$ cat src/rtl/sif_pkg.sv
package sif_pkg;
    localparam int CODE_W  = 4;
    localparam int MAX_N   = 8;
    localparam int CNT_W   = $clog2(MAX_N + 1);
    localparam int DLOG_W  = 3;
    localparam int DIV_W   = 5;

    typedef struct packed {
        logic              fast;
        logic [DLOG_W-1:0] div_log2;
        logic [CNT_W-1:0]  need;
    } sif_cfg_t;

    typedef enum logic [0:0] {
        ST_HOLD    = 1'b0,
        ST_CONFIRM = 1'b1
    } sif_state_e;

    function automatic sif_cfg_t sif_decode(input logic [CODE_W-1:0] code);
        sif_cfg_t c;
        c = '0;
        case (code)
            4'd0:  begin c.fast = 1'b0; c.div_log2 = 3'd0; c.need = CNT_W'(1); end
            4'd1:  begin c.fast = 1'b1; c.div_log2 = 3'd0; c.need = CNT_W'(2); end
            4'd2:  begin c.fast = 1'b1; c.div_log2 = 3'd0; c.need = CNT_W'(4); end
            4'd3:  begin c.fast = 1'b1; c.div_log2 = 3'd0; c.need = CNT_W'(8); end
            4'd4:  begin c.fast = 1'b0; c.div_log2 = 3'd1; c.need = CNT_W'(6); end
            4'd5:  begin c.fast = 1'b0; c.div_log2 = 3'd1; c.need = CNT_W'(8); end
            4'd6:  begin c.fast = 1'b0; c.div_log2 = 3'd2; c.need = CNT_W'(6); end
            4'd7:  begin c.fast = 1'b0; c.div_log2 = 3'd2; c.need = CNT_W'(8); end
            4'd8:  begin c.fast = 1'b0; c.div_log2 = 3'd3; c.need = CNT_W'(6); end
            4'd9:  begin c.fast = 1'b0; c.div_log2 = 3'd3; c.need = CNT_W'(8); end
            4'd10: begin c.fast = 1'b0; c.div_log2 = 3'd4; c.need = CNT_W'(5); end
            4'd11: begin c.fast = 1'b0; c.div_log2 = 3'd4; c.need = CNT_W'(6); end
            4'd12: begin c.fast = 1'b0; c.div_log2 = 3'd4; c.need = CNT_W'(8); end
            4'd13: begin c.fast = 1'b0; c.div_log2 = 3'd5; c.need = CNT_W'(5); end
            4'd14: begin c.fast = 1'b0; c.div_log2 = 3'd5; c.need = CNT_W'(6); end
            default: begin c.fast = 1'b0; c.div_log2 = 3'd5; c.need = CNT_W'(8); end
        endcase
        return c;
    endfunction
endpackage

$ cat src/rtl/sif_sync.sv
module sif_sync #(
    parameter int STAGES = 2
) (
    input  logic clk,
    input  logic rst_n,
    input  logic d,
    output logic q
);
    logic [STAGES-1:0] chain;

    generate
        if (STAGES == 1) begin : g_single
            always_ff @(posedge clk or negedge rst_n) begin
                if (!rst_n) chain <= '0;
                else        chain <= d;
            end
        end else begin : g_multi
            always_ff @(posedge clk or negedge rst_n) begin
                if (!rst_n) chain <= '0;
                else        chain <= {chain[STAGES-2:0], d};
            end
        end
    endgenerate

    assign q = chain[STAGES-1];
endmodule

$ cat src/rtl/sif_strobe_gen.sv
module sif_strobe_gen #(
    parameter int DIV_W  = 5,
    parameter int DLOG_W = 3
) (
    input  logic              clk,
    input  logic              rst_n,
    input  logic              clear,
    input  logic              fast,
    input  logic [DLOG_W-1:0] div_log2,
    input  logic              ref_tick,
    output logic              strobe
);
    logic [DIV_W-1:0] div_cnt;
    logic [DIV_W:0]   span;
    logic [DIV_W-1:0] limit;
    logic             wrap;

    always_comb begin
        span  = (DIV_W+1)'(1) << div_log2;
        limit = DIV_W'(span - (DIV_W+1)'(1));
        wrap  = (div_cnt == limit);
    end

    assign strobe = !clear && (fast || (ref_tick && wrap));

    always_ff @(posedge clk or negedge rst_n) begin
        if (!rst_n) begin
            div_cnt <= '0;
        end else if (clear) begin
            div_cnt <= '0;
        end else if (!fast && ref_tick) begin
            div_cnt <= wrap ? '0 : div_cnt + 1'b1;
        end
    end
endmodule

$ cat src/rtl/sif_match_fsm.sv
module sif_match_fsm
    import sif_pkg::*;
#(
    parameter int CW = CNT_W
) (
    input  logic          clk,
    input  logic          rst_n,
    input  logic          clear,
    input  logic          strobe,
    input  logic          sample,
    input  logic [CW-1:0] need,
    output logic          filt_out,
    output logic [CW-1:0] match_cnt
);
    sif_state_e state, nxt;
    logic hit, miss, last;

    always_comb begin
        hit  = strobe && (sample != filt_out);
        miss = strobe && (sample == filt_out);
        last = (CW'(match_cnt + 1'b1) == need);
    end

    always_comb begin
        nxt = state;
        unique case (state)
            ST_HOLD: begin
                if (!clear && hit && !last) nxt = ST_CONFIRM;
            end
            ST_CONFIRM: begin
                if (clear || miss || (hit && last)) nxt = ST_HOLD;
            end
        endcase
    end

    always_ff @(posedge clk or negedge rst_n) begin
        if (!rst_n) state <= ST_HOLD;
        else        state <= nxt;
    end

    always_ff @(posedge clk or negedge rst_n) begin
        if (!rst_n) begin
            filt_out  <= 1'b0;
            match_cnt <= '0;
        end else if (clear) begin
            match_cnt <= '0;
        end else begin
            unique case (state)
                ST_HOLD: begin
                    if (hit) begin
                        if (last) filt_out  <= ~filt_out;
                        else      match_cnt <= CW'(1);
                    end
                end
                ST_CONFIRM: begin
                    if (miss) begin
                        match_cnt <= '0;
                    end else if (hit) begin
                        if (last) begin
                            filt_out  <= ~filt_out;
                            match_cnt <= '0;
                        end else begin
                            match_cnt <= match_cnt + 1'b1;
                        end
                    end
                end
            endcase
        end
    end
endmodule

$ cat src/rtl/sampled_input_filter.sv
module sampled_input_filter
    import sif_pkg::*;
#(
    parameter int SYNC_STAGES = 2
) (
    input  logic              clk,
    input  logic              rst_n,
    input  logic              ref_tick,
    input  logic              raw_in,
    input  logic [CODE_W-1:0] filt_code,
    output logic              filt_out
);
    logic [CODE_W-1:0] code_q;
    logic              code_chg;
    sif_cfg_t          cfg;
    logic              sync_q;
    logic              strobe;
    logic [CNT_W-1:0]  match_cnt;

    always_ff @(posedge clk or negedge rst_n) begin
        if (!rst_n) code_q <= '0;
        else        code_q <= filt_code;
    end

    assign code_chg = (filt_code != code_q);

    always_comb cfg = sif_decode(filt_code);

    sif_sync #(.STAGES(SYNC_STAGES)) sync_i (
        .clk   (clk),
        .rst_n (rst_n),
        .d     (raw_in),
        .q     (sync_q)
    );

    sif_strobe_gen #(.DIV_W(DIV_W), .DLOG_W(DLOG_W)) strobe_i (
        .clk      (clk),
        .rst_n    (rst_n),
        .clear    (code_chg),
        .fast     (cfg.fast),
        .div_log2 (cfg.div_log2),
        .ref_tick (ref_tick),
        .strobe   (strobe)
    );

    sif_match_fsm #(.CW(CNT_W)) fsm_i (
        .clk       (clk),
        .rst_n     (rst_n),
        .clear     (code_chg),
        .strobe    (strobe),
        .sample    (sync_q),
        .need      (cfg.need),
        .filt_out  (filt_out),
        .match_cnt (match_cnt)
    );
endmodule

$ cat config.mk
export PLATFORM = sky130hd
export DESIGN_NAME = sampled_input_filter
export DESIGN_NICKNAME = d
export VERILOG_FILES = /design/src/rtl/sif_pkg.sv /design/src/rtl/sif_sync.sv /design/src/rtl/sif_strobe_gen.sv /design/src/rtl/sif_match_fsm.sv /design/src/rtl/sampled_input_filter.sv
export SDC_FILE = /design/constraint.sdc
export NUM_CORES = 1
export LEC_CHECK = 0
export ABC_CLOCK_PERIOD_IN_PS = 1900
export BUFFER_PORTS_ARGS = -buffer_cell sky130_fd_sc_hd__buf_2
export CAP_MARGIN = 20
export CORE_UTILIZATION = 55
export DETAILED_ROUTE_END_ITERATION = 16
export HOLD_SLACK_MARGIN = 0.03
export PLACE_DENSITY = 0.74
export SETUP_SLACK_MARGIN = 0.02
export SYNTH_ARGS = -nofsm -noshare
export SYNTH_HDL_FRONTEND = slang
export SYNTH_SLANG_ARGS = --single-unit
$ cat constraint.sdc
create_clock -name clk -period 1.9 [get_ports clk]
set_input_delay 0.095 -clock clk [delete_from_list [all_inputs] [get_ports clk]]
set_output_delay 0.095 -clock clk [all_outputs]
set_load 0.03 [all_outputs]
Word-level counts from Yosys, hierarchy flattened:

Memory sizes are Yosys's and may differ from the RTL's.
Index checks and enable logic that the tools add are counted.

* multiplexer cells: 17
* reduce and logical (&&, ||, !) cells: 17
* $add $sub $neg: 3
* bitwise gates (word level): 3
* shifts and indexed selects: 1
* eq/ne operators: 9

Operator list (number)
* 4-bit 2-to-1 mux: 6
* 5-bit 2-to-1 mux: 3
* 1-bit logical AND: 8
* 4-bit one-hot mux with 2 select lines: 1
* 5-bit by 1-bit adder with 5-bit output (second input constant): 1
* 5-bit == test: 1
* 1-bit 2-to-1 mux: 5
* 1-bit by 3-bit left shift with 5-bit output (first input constant): 1
* 5-bit by 1-bit subtractor with 5-bit output (second input constant): 1
* 4-bit by 1-bit adder with 4-bit output (second input constant): 1
* 4-bit == test: 1
* 4-bit by 3-bit inequality test with 1-bit output (second input constant): 1
* 4-bit inequality test: 1
* 1-bit one-hot mux with 2 select lines: 2
* 1-bit zero test: 3
* 1-bit logical OR: 3
* 3-bit by 1-bit inequality test with 1-bit output (second input constant): 1
* 3-bit by 2-bit inequality test with 1-bit output (second input constant): 1
* 1-bit inverter: 3
* 3-bit AND reduction: 1
* 2-bit inequality test (second input constant): 1
* 2-bit AND reduction: 1
* 2-bit nonzero test: 1
* 1-bit == test: 1
* 1-bit inequality test: 1

* flip-flop bits (word level): 17
* memories: 1
* output and inout bits: 1
* input bits: 8
* ROM bits: 128
* logic and storage cells: 57

Memories
* (no name shown): words 16, bits a word 8, rd ports 1, clocked after Yosys merged registers in 0, write ports 0, line sif_pkg.sv:22 `case (code)`

Depth between registers and ports, before layout:

Gate-level depths: netlist of run 1.
An unclocked memory read counts as a cell.

* word-level depth: 12
* gate-level depth with buffers: 11
* gate-level depth less buffers: 10

By module:

Synthesis of run 1 repeated with hierarchy kept, for this count alone.

* cell total of the unflattened synthesis: 123
* area total of the unflattened synthesis: 1265.0 µm²

By module, submodules not included
* sif_match_fsm: times used 1, seq. area each 150.1 µm², area an instance 416.6 µm², cells an instance 42
* sif_strobe_gen: times used 1, seq. area each 125.1 µm², area an instance 416.6 µm², cells an instance 46
* sampled_input_filter: times used 1, seq. area each 100.1 µm², area an instance 381.6 µm², cells an instance 33
* sif_sync: times used 1, seq. area each 50.0 µm², area an instance 50.0 µm², cells an instance 2

Worst setup path before layout of run 1:

OpenSTA, ideal clock, no wires.

* path type: input -> register
* start point: input filt_code[2]
* end point: register fsm_i.filt_out
* required time: 1.820 ns
* path slack: -0.377 ns
* data arrival time: 2.196 ns
* buffers on the path: 2
* cell stages on the path: 10
* cell sequence: buf_4 -> buf_2 -> or2_2 -> ha_1 -> xor2_1 -> o31ai_1 -> nand2_1 -> o31a_1 -> and4bb_2 -> xor2_1

* word-level cells in the longest chain between the ends: 11

RTL lines
* start, declared: line sampled_input_filter.sv:10 `input logic [CODE_W-1:0] filt_code,`
* memory 16 x 8 bit
* 1-bit by 3-bit left shift with 5-bit output: line sif_strobe_gen.sv:19 `span = (DIV_W+1)'(1) << div_log2;`
* 5-bit by 1-bit subtractor with 5-bit output: line sif_strobe_gen.sv:20 `limit = DIV_W'(span - (DIV_W+1)'(1));`
* 5-bit == test: line sif_strobe_gen.sv:21 `wrap = (div_cnt == limit);`
* 1-bit logical AND: line sif_strobe_gen.sv:24 `assign strobe = !clear && (fast || (ref_tick && wrap));`
* 1-bit logical OR: line sif_strobe_gen.sv:24
* 1-bit logical AND: line sif_strobe_gen.sv:24
* 1-bit logical AND: line sif_match_fsm.sv:19 `hit = strobe && (sample != filt_out);`
* 1-bit 2-to-1 mux (2 in series)
* 1-bit one-hot mux with 2 select lines
* end signal, assigned: line sif_match_fsm.sv:51 `if (last) filt_out <= ~filt_out;`
* end signal, assigned: line sif_match_fsm.sv:60 `filt_out <= ~filt_out;`
* end, declared: line sif_match_fsm.sv:12 `output logic filt_out,`

Several ways; a longest one is shown, not always the timed one. The select of a mux whose other input is x is not followed.
A chain may end at the register's enable or synchronous reset.

Final worst setup path of run 1:

* start point: register fsm_i.match_cnt[1]
* end point: register fsm_i.match_cnt[3]

* word-level cells in the longest chain between the ends: 7

RTL lines
* start, declared: line sif_match_fsm.sv:13 `output logic [CW-1:0] match_cnt`
* start signal, assigned: line sif_match_fsm.sv:63 `match_cnt <= match_cnt + 1'b1;`
* 4-bit by 1-bit adder with 4-bit output *: line sif_match_fsm.sv:21, sif_match_fsm.sv:63
* 4-bit == test: line sif_match_fsm.sv:21 `last = (CW'(match_cnt + 1'b1) == need);`
* 4-bit 2-to-1 mux: line sif_match_fsm.sv:59 `if (last) begin`
* 4-bit 2-to-1 mux: line sif_match_fsm.sv:58 `end else if (hit) begin`
* 4-bit 2-to-1 mux: line sif_match_fsm.sv:56 `if (miss) begin`
* 4-bit one-hot mux with 2 select lines: line sif_match_fsm.sv:48 `unique case (state)`
* 4-bit 2-to-1 mux: line sif_match_fsm.sv:45 `end else if (clear) begin`

Every way passes the cells marked *; elsewhere a longest branch is shown, timed or not. The select of a mux whose other input is x is not followed.

==> results of run 1 <==
-- cell families (layout without fill, tap and decap cells) --
kind of cell / Yosys count / in the layout / synth area share, %
compound gates: 29 / 29 / 15.1
simple gates: 29 / 29 / 14.4
flops: 17 / 17 / 34.9
xor+xnor: 16 / 16 / 11.5
buf+inv: 16 / 47 / 6.06
fa+ha+maj: 9 / 9 / 9.24
mux: 7 / 7 / 8.83
-- layer usage --
metal | routed length (um) | vias to the layer above | track usage [%]
li1 | - | 504 | -
met1 | 1130 | 478 | 30.4
met2 | 1390 | 23 | 44.1
met3 | 63 | 5 | 2.80
met4 | 48 | 0 | 10.3
met5 | 0 | - | 0
-- where the power goes --
| group | leakage (nW) | internal (mW) | switching, mW | total [mW] |
|---|---|---|---|---|
| clock network | 0.0177 | 0.0786 | 0.118 | 0.197 |
| registers | 0.223 | 0.369 | 0.00423 | 0.374 |
| logic | 0.454 | 0.0794 | 0.0871 | 0.166 |
| total | 0.695 | 0.527 | 0.209 | 0.737 |
-- layout make-up --
type	count	area share, %
multi-input combinational	90	51.0
timing repair buffer	31	14.2
clock inverter	1	0.327
tap	27	2.21
clock buffer	3	1.47
inverter	12	2.95
sequential	17	27.8
-- sequential cells by signal, indices dropped and copies added, names as in the netlist --
signal,cells
code_q,4
sync_i.chain,2
fsm_i.match_cnt,4
fsm_i.filt_out,1
fsm_i.state,1
strobe_i.div_cnt,5
-- final timing paths --
kind,to,cells after the start
min in group asynchronous,code_q[0]$_DFF_PN0_,2
max in group asynchronous,strobe_i.div_cnt[0]$_DFFE_PN0P_,2
worst max register to register,fsm_i.match_cnt[3]$_DFFE_PN0P_,8
worst max-delay path,fsm_i.match_cnt[3]$_DFFE_PN0P_,8
worst min-delay path,code_q[1]$_DFF_PN0_,2
worst min register to register,sync_i.chain[1]$_DFF_PN0_,0
-- cells in the final DEF (no fill, tap or decap), types with 2 or more instances in the layout --
cell,count
inv_1,12
mux4_2,3
dfrtp_1,17
o21ai_0,9
ha_1,7
buf_2,8
xnor2_1,5
nand3_1,6
o221ai_1,2
clkbuf_4,3
buf_4,21
nor2b_2,2
a21boi_1,2
nand3b_1,2
nand2_1,7
o2111ai_1,2
nand4_1,2
dlygate4sd3_1,2
mux2i_1,4
a21oi_1,4
xor2_1,10
-- Yosys cell counts, types with 2 or more instances --
library cell,number,area share (%)
nand4_1,2,1.0
nand2_1,7,2.2
o21ai_0,10,4.1
o221ai_1,2,1.4
nor2b_1,2,1.0
ha_1,9,9.2
a21oi_1,5,2.1
buf_2,2,0.82
xnor2_1,5,3.6
nand3b_1,2,1.2
dfrtp_1,17,35
inv_1,12,3.7
nand2b_1,2,1.0
mux2i_1,4,3.3
o2111ai_1,2,1.4
nand3_1,6,2.5
xor2_1,11,7.9
o31ai_1,2,1.2
mux4_2,3,5.5
-- worst max-delay path, cell delays in order (launching register included) --
cell	delay, ns
dfrtp_1	0.41
ha_2	0.18
nor2b_2	0.17
nor2b_2	0.12
xor2_1	0.15
nand4_1	0.19
and3_4	0.26
o2111ai_1	0.10
o221ai_1	0.14
-- per-stage QoR --
step / instance area (um^2) / hold WS [ns]
floorplan: 1260 / -0.201
global placement: 1410 / 0.0309
detailed placement: 1410 / 0.0343
CTS: 1490 / 0.0648
global route: 1530 / 0.0823
finish: 1530 / 0.0740
-- repair_timing --
action / 4_1_cts / 5_1_grt
hold buffers: 2 / 0
gates resized for setup: 2 / 9
hold endpoints to repair: 18 / 0
endpoints found under the setup margin: 5 / 7
pin swaps: 5 / 5
setup buffers: 2 / 2
==> impl_metrics.py, run 1 <==
metrics = {
    "run_status": {
        "status": "finished, final reports clean",
    },
    "clock_tree": {
        "cts_tree": "done",
        "clock_latency_ns": 0.30,
        "cts.reportedPaths.clkPinSlew_ns": 0.10,
        "clock_sinks": 17,
        "clk_path_buf_depth": 2,
        "root_buffer": "clkbuf_4",
        "htree_levels": 1,
        "cts_buffers": 3,
    },
    "floorplanning": {
        "dieWidth_um": 49.1,
        "row_count": 16,
        "die_area_mm2": 0.00241,
        "ios": 9,
        "die_h_um": 49.1,
        "initial_core_util_pct": 60.3,
        "core_region_area_mm2": 0.00202,
    },
    "logic_synthesis": {
        "synth_warnings": 0,
        "ys_ff_latch": 17,
        "synthCells": 123,
        "synth_ff_type": "dfrtp_1",
        "synth-edff-count": 0,
        "synth_area_mm2": 0.00122,
        "synth.avg_cell_area_um2": 9.91,
        "synth_seq_area_share_pct": 34.9,
        "syn-num-nets": 140,
        "async_flop_share_pct": 100,
        "synth_cell_types": 37,
    },
    "timing": {
        "setup_viol": 0,
        "rsz0062_at_grt": "yes",
        "skew_ns": 0.00610,
        "tightest_slew_ns": 0.534,
        "post-route-period-util_pct": 97.7,
        "hold_viol": 0,
        "max_freq_mhz": 538,
        "final.setup.worst_slack_ns": 0.0429,
        "timing.final.max_slew_violations": 0,
        "period_needed_ns": 1.86,
        "fin_setup_tns_ns": 0,
        "slew_headroom_pct": 64.3,
    },
    "route": {
        "vias": 1010,
        "remaining_drc_errors": 0,
        "via_per_inst": 5.58,
        "routedWlPerCell_um": 14.5,
        "drt_iter0_drc": 29,
        "wirelength_mm": 2.63,
        "ant_nets": 0,
        "firstDrtPassIters": 4,
    },
    "finish": {
        "stdcell_count": 181,
        "regArea_um2": 425,
        "nFillCells": 153,
        "final_util_pct": 75.6,
        "area_growth_pct": 25.5,
        "drive_gt1_share_pct": 32.5,
        "multi_input_area_um2": 779,
        "nets": 172,
        "diodes": 0,
    },
    "place": {
        "pre_cts_slack_ns": -0.280,
        "dp_hpwl_mm": 1.93,
        "routabilityCongestion": 0.879,
        "io_buffers": 8,
        "place_inst": 171,
    },
    "critical_path": {
        "rr_startpoint": "fsm_i.match_cnt[1]$_DFFE_PN0P_",
        "cp.required_ns": 2.07,
        "crit_fanout": 5,
        "end_kind": "register",
        "worstPathArrival_ns": 2.02,
        "cp-start-kind": "register",
        "rrSetupSlack_ns": 0.04,
        "path_class": "reg2reg",
        "crit_start": "fsm_i.match_cnt[1]$_DFFE_PN0P_",
    },
    "global_routing": {
        "antenna_found_initial": 0,
        "grt_max_degree": 18,
        "grt_pass1_vias": 1050,
        "gr-usage-all-layers_pct": 24.9,
        "grt_pass1_wl_mm": 4.52,
        "overflow": 0,
    },
    "power_and_ir_drop": {
        "p_leak_nw": 0.695,
        "powerDensity_mw_per_mm2": 482,
        "vdd_drop_max_uv": 519,
        "fin_total_pwr_mw": 0.737,
    },
    "worst_hold_path": {
        "min_from": "filt_code[1]",
        "min_path_type": "in2reg",
    },
    "run": {
        "cap_violations": 0,
    },
}
Power figures use the tool's default switching activity.
==> run 2: changes to the inputs <==
--- a/config.mk
+++ b/config.mk
@@ -5,13 +5,14 @@
 export SDC_FILE = /design/constraint.sdc
 export NUM_CORES = 1
 export LEC_CHECK = 0
+export ABC_AREA = 1
 export ABC_CLOCK_PERIOD_IN_PS = 1900
 export BUFFER_PORTS_ARGS = -buffer_cell sky130_fd_sc_hd__buf_2
 export CAP_MARGIN = 20
 export CORE_UTILIZATION = 55
 export DETAILED_ROUTE_END_ITERATION = 16
 export HOLD_SLACK_MARGIN = 0.03
-export PLACE_DENSITY = 0.74
+export PLACE_DENSITY = 0.73
 export SETUP_SLACK_MARGIN = 0.02
 export SYNTH_ARGS = -nofsm -noshare
 export SYNTH_HDL_FRONTEND = slang
==> run 2 against run 1 <==
Synthesized cell count up 53%. Critical path type unchanged. Critical endpoint is now fsm_i.match_cnt[2]$_DFFE_PN0P_. Clock power down 2%. Wire length down 1.3%. Register-to-register slack better by 0.13 ns. Largest power group unchanged. Critical path depth up 3. Flip-flop and latch count unchanged.
==> impl_metrics.py, run 2 <==
metrics = {
    "logic_synthesis": {
        "syn-num-nets": 205,
        "synthCells": 188,
        "synth_warnings": 0,
        "synth_area_mm2": 0.00135,
        "synth_top_area_cell": "dfrtp_1",
        "netlist_top_cells_count": "nand2_1 (64), nand3_1 (25), inv_1 (18)",
        "synth_cell_types": 24,
        "synthTopCellsByArea": "dfrtp_1 (31%), nand2_1 (18%), nand3_1 (9.3%), ha_1 (8.3%), inv_1 (5.0%)",
        "synth-edff-count": 0,
        "synth.avg_cell_area_um2": 7.19,
        "ys_ff_latch": 17,
        "synth_top_area_share_pct": 31.5,
        "synth_seq_area_share_pct": 31.5,
        "async_flop_share_pct": 100,
        "synth_ff_type": "dfrtp_1",
        "yosysMostFrequentCell": "nand2_1",
    },
    "timing": {
        "fin_hold_ws_ns": 0.0826,
        "rsz0062_at_grt": "no",
        "timing.final.max_slew_violations": 0,
        "slew_headroom_pct": 73.6,
        "final.setup.worst_slack_ns": 0.170,
        "hold_viol": 0,
        "max_freq_mhz": 578,
        "setup_viol": 0,
        "tightest_slew_ns": 0.393,
        "post-route-period-util_pct": 91.0,
        "period_needed_ns": 1.73,
        "skew_ns": 0.00814,
        "fin_setup_tns_ns": 0,
    },
    "route": {
        "firstDrtPassIters": 4,
        "vias": 1214,
        "wirelength_mm": 2.60,
        "remaining_drc_errors": 0,
        "drt_iter0_drc": 21,
        "routedWlPerCell_um": 11.0,
        "ant_nets": 0,
        "via_per_inst": 5.12,
    },
    "power_and_ir_drop": {
        "vdd_drop_max_uv": 396,
        "fin_total_pwr_mw": 0.763,
        "combinationalPowerShare_pct": 24.9,
        "pwr-share-clk_pct": 25.3,
        "p_switching_mw": 0.238,
        "p_seq_share_pct": 49.9,
        "power.internal_mw": 0.525,
        "powerDensity_mw_per_mm2": 494,
        "power.share.switching_pct": 31.2,
        "p_leak_nw": 0.797,
    },
    "finish": {
        "regArea_um2": 427,
        "regMostFlops": "strobe_i.div_cnt",
        "drive_gt1_share_pct": 19.1,
        "largest_reg_flops": 5,
        "top_regs": "strobe_i.div_cnt (5), code_q (4), fsm_i.match_cnt (4)",
        "diodes": 0,
        "final_common_cell": "nand2_1",
        "design_area_mm2": 0.00154,
        "nets": 227,
        "stdcell_count": 237,
        "multi_input_area_um2": 838,
        "final_util_pct": 68.4,
        "final_cell_mix": "nand2_1 (63), nand3_1 (25), inv_1 (18), dfrtp_1 (16), nor2_1 (10)",
        "nFillCells": 212,
        "area_growth_pct": 14.1,
    },
    "place": {
        "io_buffers": 8,
        "dp_hpwl_mm": 2.06,
        "pre_cts_slack_ns": 0.0638,
        "routabilityCongestion": 0.868,
        "place_inst": 227,
        "placed_cell_area_mm2": 0.00145,
    },
    "clock_tree": {
        "cts.reportedPaths.clkPinSlew_ns": 0.10,
        "htree_levels": 1,
        "root_buffer": "clkbuf_4",
        "cts_buffers": 3,
        "clock_latency_ns": 0.29,
        "clock_sinks": 17,
        "cts_tree": "done",
        "clk_path_buf_depth": 2,
    },
    "worst_hold_path": {
        "min_path_cells": 2,
        "min_from": "filt_code[1]",
        "hold_end": "code_q[1]$_DFF_PN0_",
        "min_path_type": "in2reg",
    },
    "run_status": {
        "status": "finished, final reports clean",
    },
    "critical_path": {
        "slowest_stage": "dfrtp_2",
        "critPathBufInv": 1,
        "path_class": "reg2reg",
        "r2r_cells": 11,
        "rrSetupSlack_ns": 0.17,
        "end_kind": "register",
        "worstPathArrival_ns": 1.92,
        "cp_common_cell": "nand2_1",
        "rr_startpoint": "fsm_i.match_cnt[0]$_DFFE_PN0P_",
        "cp-start-kind": "register",
        "cp_slowest_stage_delay_ns": 0.44,
        "rr_endpoint": "fsm_i.match_cnt[2]$_DFFE_PN0P_",
        "crit_fanout": 5,
        "cp.required_ns": 2.09,
        "critical_path.top_delay_family": "simple AND/OR/NAND/NOR gates",
        "cp_cell_sequence": "ha_1 > xor2_1 > inv_1 > nand3_1 > nand3_2 > nor2_4 > nand2_2 > nand3_4 > nand2_4 > nand2_1 > nand2_1",
    },
    "run": {
        "cap_violations": 0,
    },
    "global_routing": {
        "grt_pass1_wl_mm": 4.70,
        "grt_max_degree": 18,
        "antenna_found_initial": 0,
        "grt_pass1_vias": 1149,
        "overflow": 0,
        "gr-usage-all-layers_pct": 23.7,
    },
    "floorplanning": {
        "initial_core_util_pct": 60.0,
        "die_h_um": 51.6,
        "ios": 9,
        "core_region_area_mm2": 0.00225,
        "row_count": 17,
        "die_area_mm2": 0.00266,
        "dieWidth_um": 51.6,
    },
}
-- run 2: cell families (layout without fill, tap and decap cells) --
| logic type | count (synthesis) | in the layout | synth area share, % |
|---|---|---|---|
| compound gates | 11 | 11 | 4.53 |
| xor+xnor | 10 | 10 | 6.48 |
| fa+ha+maj | 9 | 9 | 8.33 |
| buf+inv | 24 | 45 | 7.31 |
| flops | 17 | 17 | 31.5 |
| simple gates | 117 | 117 | 41.9 |
-- run 2: final cells by class --
type	count	area share, %
timing repair buffer	19	8.60
tap	28	2.27
clock inverter	1	0.324
multi-input combinational	147	54.3
clock buffer	3	1.46
inverter	22	5.35
sequential	17	27.7
-- run 2: how the worst max path moves through the flow --
| stage | end | depth (start not counted) | from |
|---|---|---|---|
| floorplan | fsm_i.match_cnt[3]$_DFFE_PN0P_ | 11 | fsm_i.match_cnt[0]$_DFFE_PN0P_ |
| global placement | fsm_i.filt_out$_DFFE_PN0P_ | 15 | filt_code[1] |
| detailed placement | fsm_i.filt_out$_DFFE_PN0P_ | 15 | filt_code[1] |
| CTS | fsm_i.match_cnt[2]$_DFFE_PN0P_ | 11 | fsm_i.match_cnt[0]$_DFFE_PN0P_ |
| global route | fsm_i.match_cnt[2]$_DFFE_PN0P_ | 10 | fsm_i.match_cnt[0]$_DFFE_PN0P_ |
| finish | fsm_i.match_cnt[2]$_DFFE_PN0P_ | 11 | fsm_i.match_cnt[0]$_DFFE_PN0P_ |
-- run 2: what timing repair did --
action,4_1_cts,5_1_grt
endpoints found under the hold margin,20,0
hold buffers,4,0
setup buffers,0,2
gates resized for setup,0,3
setup endpoints to repair,0,4
-- run 2: power by group through the flow --
stage	combinational (mW)	sequential (mW)	clock [mW]
after floorplan	0.127	0.387	0
after global placement	0.172	0.387	0
after detailed placement	0.176	0.388	0
after CTS	0.183	0.381	0.202
after global routing	0.216	0.382	0.213
final	0.190	0.380	0.193
-- run 2: routing by layer --
metal,routed length [um],vias up,GRT usage (%)
met4,32,0,7.21
met5,0,-,0
met2,1310,11,41.1
li1,-,634,-
met3,38,7,3.80
met1,1210,562,30.1
-- run 2: worst reg2reg max path, stage by stage (launching register included) --
cell	delay [ns]
dfrtp_2	0.44
ha_1	0.21
xor2_1	0.18
inv_1	0.08
nand3_1	0.10
nand3_2	0.11
nor2_4	0.16
nand2_2	0.08
nand3_4	0.09
nand2_4	0.07
nand2_1	0.06
nand2_1	0.05
